<file path="config.mk">
export PLATFORM = sky130hd
export DESIGN_NAME = rr8x4_recon
export DESIGN_NICKNAME = d
export VERILOG_FILES = /design/src/rtl/rr8x4_pkg.sv /design/src/rtl/rr8x4_row8.sv /design/src/rtl/rr8x4_col4.sv /design/src/rtl/rr8x4_pix_lane.sv /design/src/rtl/rr8x4_recon.sv
export SDC_FILE = /design/constraint.sdc
export NUM_CORES = 2
export LEC_CHECK = 0
export BUFFER_PORTS_ARGS = -buffer_cell sky130_fd_sc_hd__buf_4
export CORE_MARGIN = 1.5
export CORE_UTILIZATION = 50
export CTS_BUF_LIST = sky130_fd_sc_hd__clkbuf_16
export DETAILED_ROUTE_END_ITERATION = 8
export PLACE_DENSITY = 0.7
export RECOVER_POWER = 25
export SKIP_LAST_GASP = 1
export SLEW_MARGIN = 5
export SYNTH_ARGS = -nofsm -noshare
export SYNTH_HDL_FRONTEND = slang
export SYNTH_SLANG_ARGS = --single-unit
</file>
<file path="constraint.sdc">
create_clock -name clk -period 11.6 [get_ports clk]
set_input_delay 0 -clock clk [delete_from_list [all_inputs] [get_ports clk]]
set_output_delay 0 -clock clk [all_outputs]
set_load 0.05 [all_outputs]
</file>
<file path="src/rtl/rr8x4_pkg.sv">
package rr8x4_pkg;

    localparam int ROWS   = 4;
    localparam int COLS   = 8;
    localparam int ROW_IW = $clog2(ROWS);
    localparam int CNT_W  = $clog2(COLS);

    typedef enum logic [2:0] {
        ST_IDLE,
        ST_LOAD,
        ST_ROW,
        ST_COL,
        ST_ADD,
        ST_DONE
    } rr_state_e;

endpackage

</file>
<file path="src/rtl/rr8x4_row8.sv">
// Eight-point inverse transform applied across one row.
module rr8x4_row8 #(
    parameter int IN_W  = 16,
    parameter int ACC_W = 32,
    parameter int OUT_W = 16,
    parameter int RND   = 4,
    parameter int SHIFT = 3
) (
    input  logic signed [IN_W-1:0]  x [8],
    output logic signed [OUT_W-1:0] y [8]
);
    localparam logic signed [ACC_W-1:0] K4   = ACC_W'(4);
    localparam logic signed [ACC_W-1:0] K6   = ACC_W'(6);
    localparam logic signed [ACC_W-1:0] K9   = ACC_W'(9);
    localparam logic signed [ACC_W-1:0] K12  = ACC_W'(12);
    localparam logic signed [ACC_W-1:0] K15  = ACC_W'(15);
    localparam logic signed [ACC_W-1:0] K16  = ACC_W'(16);
    localparam logic signed [ACC_W-1:0] RNDC = ACC_W'(RND);

    logic signed [ACC_W-1:0] e [8];

    for (genvar k = 0; k < 8; k++) begin : g_ext
        assign e[k] = ACC_W'(x[k]);
    end

    logic signed [ACC_W-1:0] ev0, ev1, ev2, ev3;
    logic signed [ACC_W-1:0] a0, a1, a2, a3;
    logic signed [ACC_W-1:0] o0, o1, o2, o3;

    always_comb begin
        ev0 = K12 * (e[0] + e[4]) + RNDC;
        ev1 = K12 * (e[0] - e[4]) + RNDC;
        ev2 = K16 * e[2] + K6 * e[6];
        ev3 = K6 * e[2] - K16 * e[6];
        a0  = ev0 + ev2;
        a1  = ev1 + ev3;
        a2  = ev1 - ev3;
        a3  = ev0 - ev2;
        o0  = K16 * e[1] + K15 * e[3] + K9 * e[5] + K4 * e[7];
        o1  = K15 * e[1] - K4 * e[3] - K16 * e[5] - K9 * e[7];
        o2  = K9 * e[1] - K16 * e[3] + K4 * e[5] + K15 * e[7];
        o3  = K4 * e[1] - K9 * e[3] + K15 * e[5] - K16 * e[7];
        y[0] = OUT_W'((a0 + o0) >>> SHIFT);
        y[1] = OUT_W'((a1 + o1) >>> SHIFT);
        y[2] = OUT_W'((a2 + o2) >>> SHIFT);
        y[3] = OUT_W'((a3 + o3) >>> SHIFT);
        y[4] = OUT_W'((a3 - o3) >>> SHIFT);
        y[5] = OUT_W'((a2 - o2) >>> SHIFT);
        y[6] = OUT_W'((a1 - o1) >>> SHIFT);
        y[7] = OUT_W'((a0 - o0) >>> SHIFT);
    end
endmodule

</file>
<file path="src/rtl/rr8x4_col4.sv">
// Four-point inverse transform applied down one column.
module rr8x4_col4 #(
    parameter int IN_W  = 16,
    parameter int ACC_W = 32,
    parameter int OUT_W = 16,
    parameter int RND   = 64,
    parameter int SHIFT = 7
) (
    input  logic signed [IN_W-1:0]  x [4],
    output logic signed [OUT_W-1:0] y [4]
);
    localparam logic signed [ACC_W-1:0] K10  = ACC_W'(10);
    localparam logic signed [ACC_W-1:0] K17  = ACC_W'(17);
    localparam logic signed [ACC_W-1:0] K22  = ACC_W'(22);
    localparam logic signed [ACC_W-1:0] RNDC = ACC_W'(RND);

    logic signed [ACC_W-1:0] e [4];

    for (genvar k = 0; k < 4; k++) begin : g_ext
        assign e[k] = ACC_W'(x[k]);
    end

    logic signed [ACC_W-1:0] p, q, u, v, w0, w1;

    always_comb begin
        p  = K17 * e[0] + RNDC;
        q  = K17 * e[2];
        u  = p + q;
        v  = p - q;
        w0 = K22 * e[1] + K10 * e[3];
        w1 = K10 * e[1] - K22 * e[3];
        y[0] = OUT_W'((u + w0) >>> SHIFT);
        y[1] = OUT_W'((v + w1) >>> SHIFT);
        y[2] = OUT_W'((v - w1) >>> SHIFT);
        y[3] = OUT_W'((u - w0) >>> SHIFT);
    end
endmodule

</file>
<file path="src/rtl/rr8x4_pix_lane.sv">
// One pixel lane: saturating signed add, then clamp to the pixel range.
module rr8x4_pix_lane #(
    parameter int RES_W = 16,
    parameter int PIX_W = 8
) (
    input  logic signed [RES_W-1:0] res,
    input  logic [PIX_W-1:0]        pred,
    output logic [PIX_W-1:0]        pix
);
    logic signed [RES_W:0]   wide;
    logic signed [RES_W-1:0] sat;

    always_comb begin
        wide = {res[RES_W-1], res} + {{(RES_W+1-PIX_W){1'b0}}, pred};
        if (wide[RES_W] != wide[RES_W-1]) begin
            sat = wide[RES_W] ? {1'b1, {(RES_W-1){1'b0}}}
                              : {1'b0, {(RES_W-1){1'b1}}};
        end else begin
            sat = wide[RES_W-1:0];
        end
        if (sat[RES_W-1]) begin
            pix = '0;
        end else if (|sat[RES_W-2:PIX_W]) begin
            pix = '1;
        end else begin
            pix = sat[PIX_W-1:0];
        end
    end
endmodule

</file>
<file path="src/rtl/rr8x4_recon.sv">
module rr8x4_recon
    import rr8x4_pkg::*;
#(
    parameter int COEF_W  = 16,
    parameter int PIX_W   = 8,
    parameter int ACC_W   = 32,
    parameter int ROW_RND = 4,
    parameter int ROW_SH  = 3,
    parameter int COL_RND = 64,
    parameter int COL_SH  = 7
) (
    input  logic                    clk,
    input  logic                    rst_n,
    input  logic                    coef_valid,
    input  logic [COLS*COEF_W-1:0]  coef_row,
    output logic                    pix_en,
    output logic [ROW_IW-1:0]       pix_row,
    input  logic [COLS*PIX_W-1:0]   pred_pix,
    output logic [COLS*PIX_W-1:0]   recon_pix,
    output logic                    done
);
    localparam logic [CNT_W-1:0] LAST_ROW = CNT_W'(ROWS - 1);
    localparam logic [CNT_W-1:0] LAST_COL = CNT_W'(COLS - 1);

    rr_state_e        state_q, state_d;
    logic [CNT_W-1:0] cnt_q, cnt_d;

    logic signed [COEF_W-1:0] buf_q   [ROWS][COLS];
    logic signed [COEF_W-1:0] coef_w  [COLS];
    logic signed [COEF_W-1:0] row_in  [COLS];
    logic signed [COEF_W-1:0] row_out [COLS];
    logic signed [COEF_W-1:0] col_in  [ROWS];
    logic signed [COEF_W-1:0] col_out [ROWS];
    logic signed [COEF_W-1:0] lane_res [COLS];
    logic [PIX_W-1:0]         lane_out [COLS];

    for (genvar k = 0; k < COLS; k++) begin : g_unpack
        assign coef_w[k] = coef_row[k*COEF_W +: COEF_W];
    end

    // ---------------- next-state logic ----------------
    always_comb begin
        state_d = state_q;
        cnt_d   = cnt_q;
        unique case (state_q)
            ST_IDLE, ST_LOAD: begin
                if (coef_valid) begin
                    if (cnt_q == LAST_ROW) begin
                        state_d = ST_ROW;
                        cnt_d   = '0;
                    end else begin
                        state_d = ST_LOAD;
                        cnt_d   = cnt_q + 1'b1;
                    end
                end
            end
            ST_ROW: begin
                if (cnt_q == LAST_ROW) begin
                    state_d = ST_COL;
                    cnt_d   = '0;
                end else begin
                    cnt_d = cnt_q + 1'b1;
                end
            end
            ST_COL: begin
                if (cnt_q == LAST_COL) begin
                    state_d = ST_ADD;
                    cnt_d   = '0;
                end else begin
                    cnt_d = cnt_q + 1'b1;
                end
            end
            ST_ADD: begin
                if (cnt_q == LAST_ROW) begin
                    state_d = ST_DONE;
                    cnt_d   = '0;
                end else begin
                    cnt_d = cnt_q + 1'b1;
                end
            end
            ST_DONE: begin
                state_d = ST_IDLE;
                cnt_d   = '0;
            end
        endcase
    end

    // ---------------- state register ----------------
    always_ff @(posedge clk or negedge rst_n) begin
        if (!rst_n) begin
            state_q <= ST_IDLE;
            cnt_q   <= '0;
        end else begin
            state_q <= state_d;
            cnt_q   <= cnt_d;
        end
    end

    // ---------------- transform kernels ----------------
    always_comb begin
        for (int k = 0; k < COLS; k++) begin
            row_in[k]   = buf_q[cnt_q[ROW_IW-1:0]][k];
            lane_res[k] = buf_q[cnt_q[ROW_IW-1:0]][k];
        end
        for (int i = 0; i < ROWS; i++) begin
            col_in[i] = buf_q[i][cnt_q];
        end
    end

    rr8x4_row8 #(
        .IN_W (COEF_W), .ACC_W(ACC_W), .OUT_W(COEF_W),
        .RND  (ROW_RND), .SHIFT(ROW_SH)
    ) u_row (
        .x (row_in),
        .y (row_out)
    );

    rr8x4_col4 #(
        .IN_W (COEF_W), .ACC_W(ACC_W), .OUT_W(COEF_W),
        .RND  (COL_RND), .SHIFT(COL_SH)
    ) u_col (
        .x (col_in),
        .y (col_out)
    );

    // ---------------- in-place transpose buffer ----------------
    always_ff @(posedge clk) begin
        unique case (state_q)
            ST_IDLE, ST_LOAD: begin
                if (coef_valid) begin
                    for (int k = 0; k < COLS; k++) begin
                        buf_q[cnt_q[ROW_IW-1:0]][k] <= coef_w[k];
                    end
                end
            end
            ST_ROW: begin
                for (int k = 0; k < COLS; k++) begin
                    buf_q[cnt_q[ROW_IW-1:0]][k] <= row_out[k];
                end
            end
            ST_COL: begin
                for (int i = 0; i < ROWS; i++) begin
                    buf_q[i][cnt_q] <= col_out[i];
                end
            end
            ST_ADD, ST_DONE: ;
        endcase
    end

    // ---------------- pixel lanes ----------------
    for (genvar k = 0; k < COLS; k++) begin : g_lane
        rr8x4_pix_lane #(
            .RES_W (COEF_W),
            .PIX_W (PIX_W)
        ) u_lane (
            .res  (lane_res[k]),
            .pred (pred_pix[k*PIX_W +: PIX_W]),
            .pix  (lane_out[k])
        );


        lane_rise_chk: assert property (@(posedge clk) disable iff (!rst_n)
            (pix_en && !lane_res[k][COEF_W-1]) |-> (lane_out[k] >= pred_pix[k*PIX_W +: PIX_W]));

        lane_fall_chk: assert property (@(posedge clk) disable iff (!rst_n)
            (pix_en && lane_res[k][COEF_W-1]) |-> (lane_out[k] <= pred_pix[k*PIX_W +: PIX_W]));
    end

    // ---------------- outputs ----------------
    always_comb begin
        pix_en  = (state_q == ST_ADD);
        pix_row = cnt_q[ROW_IW-1:0];
        done    = (state_q == ST_DONE);
        for (int k = 0; k < COLS; k++) begin
            recon_pix[k*PIX_W +: PIX_W] = lane_out[k];
        end
    end


    row_step_chk: assert property (@(posedge clk) disable iff (!rst_n)
        (pix_en && $past(pix_en)) |-> (pix_row == $past(pix_row) + 1'b1));

    first_row_chk: assert property (@(posedge clk) disable iff (!rst_n)
        $rose(pix_en) |-> (pix_row == '0));

    done_follow_chk: assert property (@(posedge clk) disable iff (!rst_n)
        $fell(pix_en) |-> done);

    done_pulse_chk: assert property (@(posedge clk) disable iff (!rst_n)
        done |=> !done);

    load_hold_chk: assert property (@(posedge clk) disable iff (!rst_n)
        (state_q == ST_ROW || state_q == ST_COL || state_q == ST_ADD || state_q == ST_DONE)
        |=> (state_q != ST_LOAD));
endmodule

</file>
==> results.md <==
- Status: complete, but fails checks
- Failing checks: capacitance limit, slew limit
- Critical Path End Type: flop
- Core Box Area: 0.148 sq mm
- Die width: 390 um
- Routed Antenna Nets: 0
- Xor/xnor share of the synthesized area: 0.0803
- Number of synthesized flops with an enable pin: 512
- Critical path arrival: 10,990 ps
- Worst-Margin Slew: 3250 ps
- Clk root buf: clkbuf_16
- Req. time, crit path: 11,950 ps
- I/O pin cnt: 263
- Fin crit share: 0.917
- Register bit total from synthesis: 518
- Cell mode on critical path: o21ai_0
- CP Launch Type: flop
- Die height: 390 um
- CTS Sinks: 518
- Die ar.: 0.152 sq mm
- Reg area: 0.0155 sq mm
- Post-synth top area share: 0.205
- Vias in the first global route: 65,164
- RSZ-0062 raised after global routing: no
- Netlist cell types: 114
- Type of the worst min-delay path: in2reg
- Final hold violation count: 0
- Gate Count Post-Synth: 8,079
- Crit-path slowest cell: a22oi_1
- Main synth FF type: edfxtp_1
- Register area share after synthesis: 0.207
- Synth area leaders: edfxtp_1 (20%), ha_1 (18%), fa_1 (11%)
- Gr ovfl total: 0
- Row cnt: 141
- Worst-Skew Late Latency: 650 ps
- Fill count: 13,307
- Post-synthesis mux area share: 0.0767
- Initial DRC Count: 8,300
- Post-Syn Area per Cell: 9.29 sq um
- Ant. Diodes: 0
- Clock slew at reported path FFs: 70 ps
- Cell area after synthesis: 0.0750 sq mm
- Largest family of logic cells by synthesized area: adder cells
- Post-synthesis adder-cell area fraction: 0.290
- Worst Path Max Fanout: 9
- H-Tree Depth: 2
- Max-Cap Viols: 15
- Final WL: 322,000 um
- Fin. max-slew vios: 285
- GRT Total Usage: 0.414
- Hpwl dp: 266,000 um
- Vias after detailed routing: 66,892
- Wirelength per Cell: 30.7 um
- Port bufs: 262
- Fin Setup TNS: 0 ps
- Layout Nets: 10,116
- Setup Skew: 24.1 ps
- Area of the multi-input gates: 0.0540 sq mm
- Net Count, Synth: 9,764
- CTS tree: built
- Kind of critical path: reg2reg
- Synth Area in Compound Gates: 0.170
- First-pass detailed-route iteration total: 8
- CTS Buffer Depth: 3
- CP max stage delay: 650 ps
- TritonCTS buffer count: 52
- Synth Area in Simple Gates: 0.101
- Most common cell after layout, fill and taps aside: inv_1
- Initial antenna violation count: 15
- Mean number of vias per cell: 6.39
- Yosys warnings: 0
- Worst slew margin: -1.17
- Peak Freq: 94.0 MHz
- Commonest cells after routing, fill and taps aside: inv_1 (1,206), ha_1 (1,077), a21oi_1 (559), nor2_1 (523), edfxtp_1 (512)
- Setup violators final: 0
- Starting Density: 0.506
- Routability cong.: 1.12
- P&R area growth vs syn: 10.3%
- Share of post-route cells with drive strength above 1: 0.0963
- Largest area contributor in the netlist: edfxtp_1
- Ys async rst share: 0.0116
- Largest net degree at the start of global routing: 121
- Final min period: 10,640 ps
- Drc violations: 0
- First-pass GRT wire length: 451,000 um
## metrics by stage
stage | std cells | setup slack, ps | cell area, sq um | util | hold slack [ps]
final | 10476 | 959 | 82700 | 0.558 | 40.6
after CTS | 10473 | 1100 | 82800 | 0.558 | 1.11
after global placement | 10271 | 1250 | 80000 | 0.539 | -159
after floorplan | 8079 | 1450 | 75000 | - | -296
after global routing | 10476 | 62.8 | 82700 | 0.558 | 37.3
after detailed placement | 10271 | 1170 | 80000 | 0.539 | -157
## cell type report
| type | count | share of cell area |
|---|---|---|
| clock buffers | 53 | 0.0160 |
| well taps | 2002 | 0.0303 |
| repair buffers | 548 | 0.0529 |
| multi-input cells | 6106 | 0.653 |
| clock inverters | 44 | 0.00531 |
| inverters | 1205 | 0.0547 |
| flip-flops and latches | 518 | 0.188 |
## final timing paths
| path | endpoint | start | depth (start not counted) | slack (ps) |
|---|---|---|---|---|
| max in group asynchronous | cnt_q[2] | rst_n | 3 | 10720 |
| min reg2reg | state_q[2] | state_q[2] | 2 | 580 |
| min in group asynchronous | cnt_q[0] | rst_n | 3 | 470 |
| max | buf_q[1][63] | cnt_q[1] | 38 | 960 |
| min | state_q[1] | coef_valid | 4 | 40 |
| max reg2reg | buf_q[1][63] | cnt_q[1] | 38 | 960 |
## layer usage
| metal | vias to the layer above | GRT usage | routed length (um) |
|---|---|---|---|
| met1 | 32793 | 0.517 | 118000 |
| met2 | 4184 | 0.630 | 137000 |
| met3 | 832 | 0.120 | 40900 |
| met4 | 10 | 0.258 | 25200 |
| li1 | 29073 | - | - |
| met5 | - | 0 | 65 |
## what timing repair did
action | CTS | global route
resized for setup | 0 | 0
endpoints found under the setup margin | 0 | 5
buffers inserted | 0 | 1
hold endpoints to repair | 280 | 1
hold buffers | 105 | 1
## critical path: cells and delay by family, from the launching register on
kind                       cells  cell delay (ps)
adders and majority gates      5             1870
AOI/OAI and AO/OA             20             5180
xor gates and xnor gates       1              190
muxes                          1              450
DFF                            1              500
and+or+nand+nor                6             1080
buffers and inverters          5             1040
## state kept, by name, summed over array words and instances, names as in the netlist
signal / cells
state_q: 3
buf_q: 512
cnt_q: 3
## cell families after synthesis
family	Yosys count
AOI/OAI and AO/OA	1964
and+or+nand+nor	1603
xor gates and xnor gates	671
buffers and inverters	1455
adders and majority gates	1490
muxes	378
DFF	518
## cells in the mapped netlist (17+ instances only)
cell type and count:
inv_1 1203, ha_1 1077, a21oi_1 559, nor2_1 531, edfxtp_1 512, xnor2_1 476, o21ai_0 457, fa_1 413
nand2_1 403, mux2i_1 205, xor2_1 183, clkbuf_1 168, mux4_2 156, a21o_1 121, nor3_1 121, o21a_1 98
nand3_1 96, o21bai_1 94, nor2b_1 93, a221oi_1 80, nand2b_1 74, a221o_1 72, a31oi_1 69, and3_1 53
a21boi_0 48, a211oi_1 47, or3_1 43, buf_2 42, o211ai_1 38, and2_1 35, or2_2 34, o22ai_1 25
nor4_1 24, a22oi_1 22, buf_1 22, o21ai_1 22, o31ai_1 21, mux2_2 17, nand4_1 17
Power is not shown: default switching activity piles up to over one toggle a cycle in this logic, so the estimate is an artifact.
